[config.mk]
export PLATFORM = sky130hd
export DESIGN_NAME = manch_rx
export DESIGN_NICKNAME = d
export VERILOG_FILES = /design/src/rtl/mrx_pkg.sv /design/src/rtl/mrx_edge_sync.sv /design/src/rtl/mrx_phase_track.sv /design/src/rtl/mrx_lock_mon.sv /design/src/rtl/manch_rx.sv
export SDC_FILE = /design/constraint.sdc
export NUM_CORES = 1
export LEC_CHECK = 0
export BUFFER_PORTS_ARGS = -buffer_cell sky130_fd_sc_hd__buf_2
export CAP_MARGIN = 20
export CORE_UTILIZATION = 50
export CTS_CLUSTER_DIAMETER = 50
export CTS_CLUSTER_SIZE = 14
export DETAILED_ROUTE_END_ITERATION = 12
export PLACE_DENSITY = 0.68
export SYNTH_ARGS = -nofsm -noshare
export SYNTH_HDL_FRONTEND = slang
export SYNTH_SLANG_ARGS = --single-unit
[constraint.sdc]
create_clock -name clk -period 2.4 [get_ports clk]
set_clock_uncertainty 0.2 [all_clocks]
set_input_delay 0.12 -clock clk [delete_from_list [all_inputs] [get_ports clk]]
set_output_delay 0.12 -clock clk [all_outputs]
set_load 0.005 [all_outputs]
[src/rtl/mrx_pkg.sv]
// Package: shared types for the Manchester receiver.
// Assumes nothing beyond the standard; holds the edge descriptor only.
package mrx_pkg;

    // Direction of a transition seen on the synchronized line.
    typedef struct packed {
        logic rise;
        logic fall;
    } mrx_edge_t;

endpackage

[src/rtl/mrx_edge_sync.sv]
// mrx_edge_sync: brings the asynchronous line into the clock domain
// through SYNC_STAGES flops and flags rising and falling transitions.
// Assumes the line stays at each level for more than one clock period.
module mrx_edge_sync
    import mrx_pkg::*;
#(
    parameter int SYNC_STAGES = 2
) (
    input  logic      clk,
    input  logic      rst_n,
    input  logic      line_in,
    output logic      lvl,
    output mrx_edge_t edg
);

    logic [SYNC_STAGES:0] chain;

    // Shift the raw line through the synchronizer plus one history flop.
    always_ff @(posedge clk) begin
        if (!rst_n) begin
            chain <= '0;
        end else begin
            chain <= {chain[SYNC_STAGES-1:0], line_in};
        end
    end

    // Compare the synchronized level with its previous value.
    always_comb begin
        lvl      = chain[SYNC_STAGES-1];
        edg.rise = chain[SYNC_STAGES-1] & ~chain[SYNC_STAGES];
        edg.fall = ~chain[SYNC_STAGES-1] & chain[SYNC_STAGES];
    end

endmodule

[src/rtl/mrx_phase_track.sv]
// mrx_phase_track: bit-phase counter with a midpoint window. It makes
// the bit decision and nudges the phase by one sample toward each
// accepted edge. Unlocked, a stray edge realigns the counter.
// Assumes OVS >= 4 and WIN < OVS/2.
module mrx_phase_track
    import mrx_pkg::*;
#(
    parameter int OVS = 16,
    parameter int WIN = 3,
    localparam int PH_W = $clog2(OVS)
) (
    input  logic            clk,
    input  logic            rst_n,
    input  mrx_edge_t       edg,
    input  logic            locked,
    output logic            centre_hit,
    output logic            stray_edge,
    output logic [PH_W-1:0] phase,
    output logic            bit_valid,
    output logic            bit_data
);

    localparam int CTR = OVS / 2;
    localparam logic [PH_W-1:0] CTR_P  = PH_W'(CTR);
    localparam logic [PH_W-1:0] CTR_P1 = PH_W'(CTR + 1);
    localparam logic [PH_W-1:0] WIN_LO = PH_W'(CTR - WIN);
    localparam logic [PH_W-1:0] WIN_HI = PH_W'(CTR + WIN);
    localparam logic [PH_W:0]   OVS_W  = (PH_W+1)'(OVS);

    logic            any_edge;
    logic            in_win;
    logic [1:0]      step;
    logic [PH_W:0]   sum;
    logic [PH_W:0]   wrapped;

    // Classify the current edge against the midpoint window.
    always_comb begin
        any_edge   = edg.rise | edg.fall;
        in_win     = (phase >= WIN_LO) && (phase <= WIN_HI);
        centre_hit = any_edge & in_win;
        stray_edge = any_edge & ~in_win;
    end

    // Pick the counter step: +2 for an early midpoint, 0 for a late one.
    always_comb begin
        if (centre_hit && (phase < CTR_P)) begin
            step = 2'd2;
        end else if (centre_hit && (phase > CTR_P)) begin
            step = 2'd0;
        end else begin
            step = 2'd1;
        end
        sum     = {1'b0, phase} + (PH_W+1)'(step);
        wrapped = (sum >= OVS_W) ? (sum - OVS_W) : sum;
    end

    // Advance the counter, or realign it on a stray edge while unlocked.
    always_ff @(posedge clk) begin
        if (!rst_n) begin
            phase <= '0;
        end else if (stray_edge && !locked) begin
            phase <= CTR_P1;
        end else begin
            phase <= wrapped[PH_W-1:0];
        end
    end

    // Register the bit decision at the midpoint edge.
    always_ff @(posedge clk) begin
        if (!rst_n) begin
            bit_valid <= 1'b0;
            bit_data  <= 1'b0;
        end else begin
            bit_valid <= centre_hit;
            bit_data  <= edg.rise;
        end
    end

endmodule

[src/rtl/mrx_lock_mon.sv]
// mrx_lock_mon: declares lock after LOCK_HITS consecutive midpoints and
// drops it after LOSS_BITS bit periods with no midpoint.
// Assumes hit and stray are never both high.
module mrx_lock_mon #(
    parameter int OVS       = 16,
    parameter int LOCK_HITS = 8,
    parameter int LOSS_BITS = 2
) (
    input  logic clk,
    input  logic rst_n,
    input  logic hit,
    input  logic stray,
    output logic locked
);

    localparam int LOSS = LOSS_BITS * OVS;
    localparam int GW   = $clog2(LOCK_HITS + 1);
    localparam int IW   = $clog2(LOSS + 1);
    localparam logic [GW-1:0] GOOD_LAST = GW'(LOCK_HITS - 1);
    localparam logic [IW-1:0] IDLE_LAST = IW'(LOSS - 1);

    logic [GW-1:0] good_cnt;
    logic [IW-1:0] idle_cnt;

    // Count consecutive hits while unlocked, quiet cycles while locked.
    always_ff @(posedge clk) begin
        if (!rst_n) begin
            locked   <= 1'b0;
            good_cnt <= '0;
            idle_cnt <= '0;
        end else if (!locked) begin
            if (hit) begin
                if (good_cnt == GOOD_LAST) begin
                    locked   <= 1'b1;
                    good_cnt <= '0;
                    idle_cnt <= '0;
                end else begin
                    good_cnt <= good_cnt + 1'b1;
                end
            end else if (stray) begin
                good_cnt <= '0;
            end
        end else begin
            if (hit) begin
                idle_cnt <= '0;
            end else if (idle_cnt == IDLE_LAST) begin
                locked   <= 1'b0;
                idle_cnt <= '0;
            end else begin
                idle_cnt <= idle_cnt + 1'b1;
            end
        end
    end

endmodule

[src/rtl/manch_rx.sv]
// manch_rx: Manchester receiver top. It joins the synchronizer, the
// phase tracker and the lock monitor. It assumes clk runs at OVS times
// the nominal bit rate and that line_in is asynchronous to it.
module manch_rx
    import mrx_pkg::*;
#(
    parameter int OVS         = 16,
    parameter int WIN         = 3,
    parameter int LOCK_HITS   = 8,
    parameter int LOSS_BITS   = 2,
    parameter int SYNC_STAGES = 2
) (
    input  logic clk,
    input  logic rst_n,
    input  logic line_in,
    output logic bit_valid,
    output logic bit_data,
    output logic locked
);

    localparam int PH_W = $clog2(OVS);

    mrx_edge_t       edge_s;
    logic            lvl_sync;
    logic            centre_hit;
    logic            stray_edge;
    logic [PH_W-1:0] phase;

    mrx_edge_sync #(
        .SYNC_STAGES(SYNC_STAGES)
    ) sync_i (
        .clk    (clk),
        .rst_n  (rst_n),
        .line_in(line_in),
        .lvl    (lvl_sync),
        .edg    (edge_s)
    );

    mrx_phase_track #(
        .OVS(OVS),
        .WIN(WIN)
    ) track_i (
        .clk       (clk),
        .rst_n     (rst_n),
        .edg       (edge_s),
        .locked    (locked),
        .centre_hit(centre_hit),
        .stray_edge(stray_edge),
        .phase     (phase),
        .bit_valid (bit_valid),
        .bit_data  (bit_data)
    );

    mrx_lock_mon #(
        .OVS      (OVS),
        .LOCK_HITS(LOCK_HITS),
        .LOSS_BITS(LOSS_BITS)
    ) lock_i (
        .clk   (clk),
        .rst_n (rst_n),
        .hit   (centre_hit),
        .stray (stray_edge),
        .locked(locked)
    );

endmodule

==> results of run 1 <==
==> cells in the final DEF (no fill, tap or decap), types with 2 or more instances in the layout <==
cell type                       instances
sky130_fd_sc_hd__nand2b_1               2
sky130_fd_sc_hd__nand2_1               10
sky130_fd_sc_hd__dfxtp_1               20
sky130_fd_sc_hd__and2_1                 6
sky130_fd_sc_hd__xnor2_1                2
sky130_fd_sc_hd__o21a_1                 3
sky130_fd_sc_hd__nor2b_1                5
sky130_fd_sc_hd__nor2_1                 8
sky130_fd_sc_hd__clkbuf_4               3
sky130_fd_sc_hd__a21oi_1                3
sky130_fd_sc_hd__xor2_1                 2
sky130_fd_sc_hd__dlygate4sd3_1          3
sky130_fd_sc_hd__o21ai_0                6
sky130_fd_sc_hd__ha_1                   5
sky130_fd_sc_hd__nand3_1                2
sky130_fd_sc_hd__a22o_2                 2
sky130_fd_sc_hd__inv_1                  8
sky130_fd_sc_hd__buf_2                  5
==> through the flow <==
step	cells	total power [mW]	worst slack, ns	util, %	hold WS (ns)
finish	143	0.6131	0.2691	62.50	0.2474
global route	143	0.6437	0.1613	62.50	0.2608
CTS	143	0.6229	0.2443	62.50	0.2536
detailed placement	136	0.4226	0.2712	58.82	0.1352
global placement	136	0.4207	0.3613	58.82	0.1333
floorplan	107	0.4084	0.4179	-	0.04729
==> power breakdown <==
group / total, mW / internal [mW] / switching (mW)
registers: 0.350 / 0.342 / 0.00834
logic: 0.0673 / 0.0306 / 0.0367
clock network: 0.195 / 0.0925 / 0.103
==> metal layers <==
metal,wire (um),vias to the layer above
li1,-,386
met1,852,333
met2,732,5
met3,21,4
met4,37,0
met5,0,-
==> final cells by class <==
class                           instances  area (sq um)
Fill cell                             168         675.6
Clock buffer                            4         36.28
Inverter                                8         30.03
Tap cell                               25         31.28
Sequential cell                        20         400.4
Multi-Input combinational cell         78         573.1
Timing Repair Buffer                    8         55.05
==> worst min-delay path by stage <==
stage	startpoint	endpoint	slack (ns)
after floorplan	line_in	sync_i.chain[0]	0.05
after global routing	sync_i.chain[0]	sync_i.chain[1]	0.26
final	sync_i.chain[0]	sync_i.chain[1]	0.25
after CTS	sync_i.chain[0]	sync_i.chain[1]	0.25
after detailed placement	line_in	sync_i.chain[0]	0.14
after global placement	line_in	sync_i.chain[0]	0.13
==> flip-flops by register name, indices dropped and copies added, names as in the netlist <==
name	flops
lock_i.good_cnt	4
lock_i.locked	1
sync_i.chain	3
track_i.bit_data	1
lock_i.idle_cnt	6
track_i.phase	4
track_i.bit_valid	1
==> kinds of logic (layout without fill, tap and decap cells) <==
group                      after synthesis  count (layout)  share of synthesized area [%]
and+or+nand+nor                         42              42                          22.49
AOI/OAI and AO/OA                       25              25                          21.74
DFF                                     20              20                          39.75
buffers and inverters                    9              20                          3.354
adders and majority gates                6               6                          8.199
xor gates and xnor gates                 4               4                          3.479
muxes                                    1               1                         0.9938
==> what timing repair did <==
item / CTS / global route
hold buffers: 3 / 0
endpoints found under the setup margin: 0 / 0
endpoints found under the hold margin: 10 / 0
==> results.md, run 1 <==
STA:
- Setup repair after global routing left no endpoint under its margin.
- For the pin with the worst max-slew slack, the measured transition is 0.4704 ns.
- The worst relative slew slack is around two thirds.
- Timing would allow up to between 400 and 500 MHz.
- The count of final hold-check violations is 0.
- Subtracting the final worst setup slack from the clock period gives about 2.1 ns.
- Setup violations remaining at the end of the flow were counted as 0.
- After layout, the worst path uses between 80% and 90% of the clock period.
- The accumulated negative setup slack is 0 ns.
- The final count of pins violating max slew is 0.

Routing:
- The number of DRC violations after detailed-routing iteration 0 is 20.
- The wire length per cell is roughly 11 um.
- The detail route stage leaves a number of antenna-violating nets equal to 0.
- After detailed routing, the number of remaining DRC violations is 0.
- Dividing the detail-routed via count by the number of cells gives approximately 5.1.
- The length of the first detailed-routing pass in iterations is 4.
- Detailed routing inserted a total of between 700 and 800 vias.
- Wires add up to ~1.6 mm.

Yosys:
- The per-instance average area after synthesis is 9.413 sq um.
- The post-synthesis instance area is between 0.001 and 0.0015 sq mm.
- The commonest cells after synthesis are sky130_fd_sc_hd__dfxtp_1, sky130_fd_sc_hd__nand2_1, sky130_fd_sc_hd__inv_1, sky130_fd_sc_hd__nor2_1.
- The number of library cell types mapped by synthesis is 38.
- The sequential fraction of the synthesis area is 39.75%.
- The cell accounting for the most synthesized area is sky130_fd_sc_hd__dfxtp_1.
- The number of synthesized flops with an enable pin is 0.
- The synthesized net count is between 100 and 150.
- Among all cell types in the netlist, the one instantiated most often is sky130_fd_sc_hd__dfxtp_1.
- The number of warnings printed during yosys synthesis is 0.
- The synthesized instance count is ~110.
- Synthesis inferred 20 register bits.
- Of all flip-flops after synthesis, the portion carrying an async set or reset was 0%.
- The most used flip-flop cell after synthesis is sky130_fd_sc_hd__dfxtp_1.
- By area the synthesized netlist is led by sky130_fd_sc_hd__dfxtp_1, sky130_fd_sc_hd__ha_1, sky130_fd_sc_hd__and2_1, sky130_fd_sc_hd__nand2_1, sky130_fd_sc_hd__nor2b_1.
- The top-area cell type share of the netlist area is around two fifths.

Global route:
- The initial antenna violation count is 0.
- Entering global routing, the biggest net connects 14 pins.
- The overall routing resource usage is between 15 and 20%.
- The first-pass GRT wire length is roughly 2.6 mm.
- Global routing consumed, on the met2 layer, a little over a quarter of the routing resources.
- The via count of the first global-routing pass is 613.
- The routing usage on met1 is approximately a quarter.
- The layer flagged by global routing as most heavily used is met2.
- The remaining global-route overflow is 0.
- Global routing consumed, on the met3 layer, about 3.5% of the routing resources.

Placed design:
- In this run the cell area measured after placement is between 0.001 and 0.0015 sq mm.
- The congestion estimate from routability-driven global placement came to 0.7568.
- During placement, the flow inserted port buffers numbering 5.
- The wire-length estimate of the detail-placed layout is approximately 1.2 mm.

Power:
- Dividing total power by cell area gives a power density of ~540 mW/mm^2.
- The worst IR drop on VDD is 311.0 uV.
- The total leakage power is between 0.4 and 0.5 nW.

Setup path:
- Counting both buffers and inverters, the worst setup path holds a total of 1.
- The arrival time of data at the critical path endpoint is 2.15 ns.
- The capturing element of the worst setup path is track_i.phase[3].
- The number of cells on the critical path is 9.
- The cell that appears most often on the critical path is sky130_fd_sc_hd__ha_1.
- The number of cells on the worst reg-to-reg path is 9.
- The worst register-to-register path ends at track_i.phase[3].
- The type of the worst setup path is reg2reg.
- STA classifies the critical path endpoint as a flip-flop.
- The type of origin of the critical path is a flip-flop.
- The launching point of the worst reg2reg path is sync_i.chain[1].
- For this design, the slowest cell found on the critical path is sky130_fd_sc_hd__ha_1.
- The signal on the critical path passes through ha_1 > o21ba_4 > nand2_1 > inv_1 > ha_1 > a21oi_1 > nor2b_1 > xnor2_1 > a21boi_0.
- The family with the most delay on the worst path is adder cells.
- The worst endpoint required time is roughly 2.4 ns.
- For this run, the slowest stage of the critical path takes ~0.37 ns.
- The most critical setup path has its startpoint at sync_i.chain[1].
- Along the worst path, the maximum fanout reaches 7.
- The setup check on the worst reg-to-reg path leaves a slack of 0.27 ns.

Floorplan:
- For this configuration, the core starts out at a cell density of 55.90%.
- In this run the horizontal extent of the chip is 46.88 um.
- The die area is about 0.0022 sq mm.
- The cell row count is 15.
- The vertical die dimension is 46.88 um.
- The number of I/O pins is 6.
- The area of the core is 0.001802 sq mm.

Final layout:
- The area growth from synthesis to layout is 11.80%.
- The summed area of non-filler cells in the final layout is 0.001126 sq mm.
- The number of nets in the layout is 128.
- The number of antenna repair diodes is 0.
- Cells with a size suffix above 1 make up roughly 17% of the layout.

Worst hold path:
- The worst hold path belongs to the class reg2reg.
- The number of cells on the worst hold path is 1.

Clock network:
- The longest clock path from root to sink contains 2 buffers.
- The post-cts repair resize count is 0.
- Post-CTS timing repair inserted 0 buffers for setup.
- The clock sink count is 20.
- After clock tree synthesis, the clock-pin slew on the worst setup and hold paths is between 0.1 and 0.15 ns.
- Counting the buffers created by CTS gives 3.
- In this run the number of H-tree levels came out at 1.
- The tree is rooted in a sky130_fd_sc_hd__clkbuf_4.
- The later pin in the worst-skew pair is clocked with a latency of ~0.3 ns.
- TritonCTS built the clock tree.

Status:
- The run finished with clean final reports.

Job:
- Max-cap violations in this run came to 0.
Note: power is estimated with default switching activity, not from simulation.
==> run 2, diff against run 1 <==
- ABC_AREA: unset -> 1
==> results.md, run 2 <==
Final layout:
- The number of antenna repair diodes is 0.
- The number of nets in the layout is ~160.
- From synthesis to final layout, the design area changed by 11.02%.
- The most common cell after layout, fill and taps aside is sky130_fd_sc_hd__nand2_1.
- The largest registers in the layout are lock_i.idle_cnt x6, lock_i.good_cnt x4, track_i.phase x4.
- Cells with a size suffix above 1 make up between 10% and 20% of the layout.
- The fill cell instance count of the final layout is 170.
- Once layout is complete, the cells apart from fillers number roughly 170.
- Counting flops per register, the top entry is lock_i.idle_cnt.
- The final design utilization is 62.34%.
- Leaving out fill and tap cells, the most frequent cells in the layout are sky130_fd_sc_hd__nand2_1, sky130_fd_sc_hd__dfxtp_1, sky130_fd_sc_hd__inv_1.
- The register with the most flip-flops in the layout has 6 of them.

Yosys:
- The number of synthesized flops with an enable pin is 0.
- The most used flip-flop cell after synthesis is sky130_fd_sc_hd__dfxtp_1.
- The async set or reset register ratio after synthesis is 0%.
- The cell accounting for the most synthesized area is sky130_fd_sc_hd__dfxtp_1.
- The top-area cell type share of the netlist area is 39.17%.
- After synthesis the netlist holds a flip-flop and latch count of 20.
- After synthesis, the cell types taking the most area are sky130_fd_sc_hd__dfxtp_1, sky130_fd_sc_hd__nand2_1, sky130_fd_sc_hd__nand3_1, sky130_fd_sc_hd__inv_1, sky130_fd_sc_hd__ha_1.
- The per-instance average area after synthesis is 7.516 sq um.
- Counting every net in the synthesized netlist gives roughly 150.
- The post-synthesis instance area is about 0.0010 sq mm.
- In the synthesized netlist, the number of instances is around 140.
- During synthesis, Yosys emitted a total of 0 warnings.
- By instance count, the leading cell after synthesis is sky130_fd_sc_hd__nand2_1.
- The number of library cell types mapped by synthesis is 25.
- Ranked by instance count, the synthesized netlist is headed by sky130_fd_sc_hd__nand2_1, sky130_fd_sc_hd__dfxtp_1, sky130_fd_sc_hd__inv_1, sky130_fd_sc_hd__nand3_1, sky130_fd_sc_hd__nor2_1.
- The sequential fraction of the synthesis area is roughly 39%.

STA:
- The accumulated negative setup slack is 0 ns.
- The worst path in the final design needs a cycle of 2.178 ns, including I/O delays and setup.
- The final count of pins violating max slew was 0.
- The worst-margin pin slew is 0.3993 ns.
- Setup repair after global routing left no endpoint under its margin.
- The worst pin sits at a relative slew slack of 73.34%.
- The worst path uses 90.73% of the clock period.
- The total of endpoints with negative setup slack in the final report is 0.
- The peak clock frequency supported by timing is between 400 and 500 MHz.
- The count of final hold-check violations is 0.

Placed design:
- The number of cells after detailed placement is 164.
- The HPWL reported at the end of detailed placement is about 1.3 mm.
- The count of buffers inserted at the top-level ports is 5.
- The placer's final routability congestion estimate is just over 0.8.

Routing:
- The remaining design rule violation count is 0.
- The final antenna-violating net count is 0.
- The pre-antenna-repair detailed-routing pass consisted of 4 iterations.
- For this block, the initial DRC count from the detailed router was 15.
- The routed design has around 1.8 mm of wire.
- The total number of vias is about 860.
- The post-detailed-route via-to-cell ratio is 5.012.
- Dividing the detail-routed wire length by the instance count gives between 10 and 15 um.

Clock network:
- The later pin in the worst-skew pair is clocked with a latency of ~0.30 ns.
- The CTS tree is yes.
- The clock tree root buffer cell is sky130_fd_sc_hd__clkbuf_4.
- The number of H-tree levels is 1.
- The post-cts repair resize count is 0.
- After clock tree synthesis, the clock-pin slew on the worst setup and hold paths is 0.10 ns.
- In this run the deepest clock path goes through 2 buffers.
- The clock sink count is 20.
- In this run, CTS created clock tree buffers numbering 3.

Status:
- The flow ran to the end, and the final reports show no timing, DRC or antenna violations.

Setup path:
- The critical path is of the reg2reg type.
- The cell at the slowest stage of the critical path is sky130_fd_sc_hd__ha_1.
- Traced cell by cell, the critical path runs through inv_1 > ha_1 > inv_1 > o311ai_0 > ha_1 > inv_1 > fa_1 > xor2_1 > nor2_1.
- STA puts the critical path data arrival time at 2.21 ns.
- Broken down by cell family, the worst path's largest delay share belongs to adder cells.
- Of all nets on the critical path, the largest fanout is 5.
- The critical path endpoint category is a flip-flop.
- The depth of the most critical reg-to-reg path is 9.
- Counting buffers and inverters, the worst setup path is 9 cells deep.
- STA classifies the critical path startpoint as a flip-flop.
- The critical path's most frequent cell is sky130_fd_sc_hd__inv_1.
- The number of buffers and inverters on the critical path is 3.
- The worst endpoint required time is approximately 2.4 ns.
- The largest stage delay on the critical path is 0.38 ns.

Floorplan:
- The vertical die dimension is between 40 and 50 um.
- The number of I/O pins is 6.
- The core region is about 0.0018 sq mm.
- The cell row count is 15.
- From left edge to right edge, the die measures 47.22 um.
- The die covers roughly 0.0022 sq mm.
- The starting density of the core is roughly 56%.

Global route:
- The initial antenna violation count is 0.
- Across every metal layer, demand over resource in global routing totals a little over a fifth.
- The remaining global-route overflow is 0.
- The first global-routing pass estimated approximately 3.3 mm of wire.
- The via count of the first global-routing pass is slightly below 800.
- The largest net degree at the start of global routing is 12.

Worst hold path:
- The path type of the worst min-delay path is reg2reg.
- Counting instances, the worst hold path has a depth of 2.

Power:
- VDD sags by at most 431.3 uV.
- The total leakage power is approximately 0.49 nW.
- Dividing total power by cell area gives a power density of roughly 540 mW/mm^2.

Job:
- Across the run, the number of max-cap violations was 0.
-- run 2: per-layer routing --
layer	track usage, %	routed length [um]
met2	32.22	785
met3	6.923	82
met1	28.60	900
met5	0	0
met4	5.143	12
-- run 2: where the power goes --
| group | internal (mW) | leakage (nW) | total [mW] | switching (mW) |
|---|---|---|---|---|
| clock network | 0.0924 | 0.0210 | 0.188 | 0.0954 |
| logic | 0.0258 | 0.305 | 0.0685 | 0.0426 |
| registers | 0.343 | 0.163 | 0.351 | 0.00808 |
| total | 0.461 | 0.488 | 0.608 | 0.146 |
-- run 2: area by class of cell --
type                       instances  area, sq um  share of cell area [%]
clock buffer                       4        36.28                   3.197
inverter                          21        78.83                   6.946
multi-input combinational         93        533.0                   46.97
sequential                        20        400.4                   35.28
tap                               25        31.28                   2.756
timing repair buffer               8        55.05                   4.851
-- run 2: timing repair --
action                    4_1_cts  5_1_grt
hold endpoints to repair        8        0
hold buffers                    3        0
buffers inserted                0        0
-- run 2: kinds of logic (layout without fill, tap and decap cells) --
family,after synthesis,in the layout,share of synthesized area (%)
and+or+nand+nor,68,68,33.29
DFF,20,20,39.17
buffers and inverters,23,33,8.690
xor gates and xnor gates,1,1,0.8569
adders and majority gates,6,6,8.078
AOI/OAI and AO/OA,18,18,9.915
-- run 2: worst min-delay path: cells and delay by family (launching register included) --
kind,cells,cell delay (ns)
AND/OR/NAND/NOR,1,0.05
buffers and inverters,1,0.03
flip-flops,1,0.31
-- run 2: path summary, 6_finish.rpt --
check,from,end,slack (ns)
setup / recovery,sync_i.chain[2],track_i.phase[2],0.22
setup reg to reg,sync_i.chain[2],track_i.phase[2],0.22
hold reg to reg,sync_i.chain[0],sync_i.chain[1],0.23
hold / removal,sync_i.chain[0],sync_i.chain[1],0.23
-- run 2: per-stage QoR --
| stage | hold slack [ns] | power (mW) | worst slack [ns] | instance area (sq um) |
|---|---|---|---|---|
| after floorplan | 0.01763 | 0.4107 | 0.3561 | 1022 |
| after global placement | 0.1031 | 0.4225 | 0.2775 | 1069 |
| after detailed placement | 0.1097 | 0.4239 | 0.2166 | 1069 |
| after CTS | 0.2308 | 0.6181 | 0.2095 | 1135 |
| after global routing | 0.2374 | 0.6474 | 0.006447 | 1135 |
| final | 0.2262 | 0.6075 | 0.2225 | 1135 |
==> run 3, diff against run 2 <==
- CORE_UTILIZATION: 50 -> 55
- PLACE_DENSITY: 0.68 -> 0.73
==> results.md, run 3 (same netlist as run 2, synthesis figures left out) <==
Setup path:
- The largest stage delay on the critical path is roughly 0.38 ns.
- The arrival time of data at the critical path endpoint is approximately 2.2 ns.
- The worst endpoint required time is roughly 2.4 ns.
- On the critical path, the stage with the largest delay is an instance of sky130_fd_sc_hd__ha_2.
- The destination of the worst register-to-register timing path is track_i.phase[2].
- Setup slack on the worst reg-to-reg path comes out at slightly below 0.2 ns.
- The capturing element of the worst setup path is track_i.phase[2].
- The critical path's most frequent cell is sky130_fd_sc_hd__inv_1.
- The depth of the most critical reg-to-reg path is 9.
- STA classifies the critical path startpoint as a flip-flop.
- The worst setup path is captured at a flip-flop.
- The start point of the critical path is sync_i.chain[2].
- The setup path with the least slack is of type reg2reg.
- The highest fanout seen on the critical path is 5.
- The critical path goes through inv_1 > ha_2 > inv_1 > o311ai_0 > ha_1 > inv_1 > fa_1 > xor2_1 > nor2_1.
- In this run the critical register-to-register path is launched from sync_i.chain[2].

Final layout:
- The fill cell instance count of the final layout is 147.
- The final design utilization is about two thirds.
- Relative to the synthesized area, the layout overhead comes to 12.85%.
- The non-filler instance count after layout is about 170.
- The number of flip-flops under the largest register name is 6.
- The register bank with the most flops is lock_i.idle_cnt.
- The number of antenna repair diodes is 0.
- The number of nets in the layout is about 160.
- The largest registers in the layout are lock_i.idle_cnt x6, lock_i.good_cnt x4, track_i.phase x4.
- The library cell used most frequently in the layout, excluding fill and tap cells, is sky130_fd_sc_hd__nand2_1.
- In the layout the commonest cells are sky130_fd_sc_hd__nand2_1, sky130_fd_sc_hd__dfxtp_1, sky130_fd_sc_hd__inv_1.
- Of the cells placed in the final design, the portion with a size suffix greater than 1 is between 10% and 20%.

Power:
- The share of total power dissipated in the clock network is 39.4%.
- The register share of total power is roughly half.
- VDD sags by at most 447.0 uV.
- The analysis attributes to cell leakage a power of 0.4938 nW.
- The net switching fraction of the power is roughly 23%.
- Of the total power, combinational logic draws 10.2%.
- Cell internal power was estimated by the tool at approximately 0.54 mW.
- In this run the power density over the cells is just over 600 mW/mm^2.
- The net switching power of the design is between 0.15 and 0.2 mW.

Placed design:
- Buffers placed on the I/O ports in this run total 5.
- The congestion estimate from routability-driven global placement came to 0.8814.
- Timing analysis after detailed placement gives a worst setup slack of a little under 0.2 ns.
- The HPWL after detailed placement is 1.381 mm.
- Including well taps, the total number of placed cells is approximately 160.

Clock network:
- Clock tree synthesis inserted a total of 3 buffers.
- Clock-pin slew was measured on the worst setup and hold paths at roughly 0.12 ns.
- CTS built an H-tree with a depth of 1.
- Clock tree synthesis found a total of 20 sinks.
- The clock reaches the later pin of the worst-skew pair after about 0.30 ns.
- The CTS tree is yes.
- The longest clock path from root to sink contains 2 buffers.
- The clock tree root buffer cell is sky130_fd_sc_hd__clkbuf_4.

Floorplan:
- The cell row count is 15.
- For this design the top-level I/O count stands at 6.
- The die is 45.11 um wide.
- The die area is about 0.0020 sq mm.
- In this run the vertical extent of the chip is 45.11 um.
- The area of the core is about 0.0017 sq mm.
- The initial utilization of the core area, before any placement, comes to 59.20%.

STA:
- The worst relative slew slack is roughly three quarters.
- Setup repair after global routing left no endpoint under its margin.
- The peak clock frequency supported by timing is about 450 MHz.
- In the final timing run, aggregate negative setup slack is 0 ns.
- The final count of pins violating max slew is 0.
- Across all setup checks in the final design, the least slack found is 0.1954 ns.
- The count of final hold-check violations was 0.
- At the pin with the least slew margin, the transition time is a little under 0.4 ns.
- Setup violations remaining at the end of the flow were counted as 0.
- Dividing the final minimum period by the clock period gives roughly nine tenths.
- After layout, the minimum clock period comes to ~2.2 ns.

Routing:
- The final antenna-violating net count is 0.
- After detailed routing, the number of vias per cell comes to approximately 5.2.
- The length of the first detailed-routing pass in iterations is 4.
- After the first detailed-routing iteration, the DRC count stood at 26.
- The final route contains between 800 and 900 vias.
- In the routed design, unresolved DRC markers number 0.
- The total wire length after detailed routing is ~2 mm.
- Dividing the detail-routed wire length by the instance count gives between 10 and 15 um.

Status:
- The flow ran to the end, and the final reports show no timing, DRC or antenna violations.

Global route:
- The first global-routing pass estimated roughly 3.4 mm of wire.
- The largest net degree at the start of global routing is 13.
- Global routing consumed, over all layers together, a little under a quarter of the routing resources.
- The remaining global-route overflow is 0.
- The initial antenna violation count is 0.
- The via count of the first global-routing pass came to 830.

Worst hold path:
- The path class of the tightest hold or removal check is reg2reg.
- The origin of the worst min-delay path is sync_i.chain[0].
- The number of cells on the worst hold path is 2.

Job:
- The number of max-capacitance violations reported is 0.
## run 3: cell types whose count changed in the layout (fill, tap and decap cells not counted), sizes merged
| cell | previous run | this run |
|---|---|---|
| bufinv | 0 | 1 |
| clkbuf | 4 | 3 |
## run 3: area by class of cell
| cell class | instances | area (sq um) | area share (%) |
|---|---|---|---|
| Clock inverter | 1 | 30.03 | 2.603 |
| Sequential cell | 20 | 400.4 | 34.71 |
| Timing Repair Buffer | 8 | 55.05 | 4.772 |
| Multi-Input combinational cell | 93 | 535.5 | 46.42 |
| Clock buffer | 3 | 22.52 | 1.952 |
| Tap cell | 25 | 31.28 | 2.711 |
| Inverter | 21 | 78.83 | 6.833 |
## run 3: through the flow
stage | power (mW) | instance area [sq um] | hold slack, ns
CTS | 0.7009 | 1151 | 0.2527
global route | 0.7316 | 1154 | 0.2709
floorplan | 0.4107 | 1022 | 0.01763
finish | 0.6966 | 1154 | 0.2473
global placement | 0.4221 | 1069 | 0.1000
detailed placement | 0.4251 | 1069 | 0.1234
## run 3: how the worst min path moves through the flow
stage	end
floorplan	sync_i.chain[0]
global route	sync_i.chain[1]
finish	sync_i.chain[1]
global placement	sync_i.chain[0]
detailed placement	sync_i.chain[0]
CTS	sync_i.chain[1]
## run 3: routing by layer
metal	track usage, %	part of all wire, %	wire (um)	vias to the layer above
li1	-	-	-	458
met1	27.61	45	883	421
met2	40.87	52	1004	10
met3	4.000	1.7	33	2
met4	10.91	1.1	22	0
met5	0	0	0	-
## run 3: power by group through the flow
stage | registers [mW] | logic [mW] | clock network, mW
6_report | 0.351 | 0.0707 | 0.275
5_1_grt | 0.353 | 0.0821 | 0.296
4_1_cts | 0.351 | 0.0708 | 0.279
3_5_place_dp | 0.359 | 0.0664 | 0
3_3_place_gp | 0.358 | 0.0637 | 0
2_1_floorplan | 0.357 | 0.0535 | 0
## run 3: repair_timing
| item | CTS | global route |
|---|---|---|
| setup endpoints to repair | 0 | 1 |
| hold endpoints to repair | 11 | 0 |
| hold buffers | 3 | 0 |
| buffers inserted | 0 | 0 |
| gates resized for setup | 0 | 1 |
## run 3: critical path, delay by kind of cell, from the launching register on
family	cells	cell delay [ns]
AO/OA/AOI/OAI	1	0.13
XOR/XNOR	1	0.16
adder cells (fa/ha/maj)	3	0.99
buffers and inverters	3	0.22
flip-flops	1	0.33
AND/OR/NAND/NOR	1	0.06
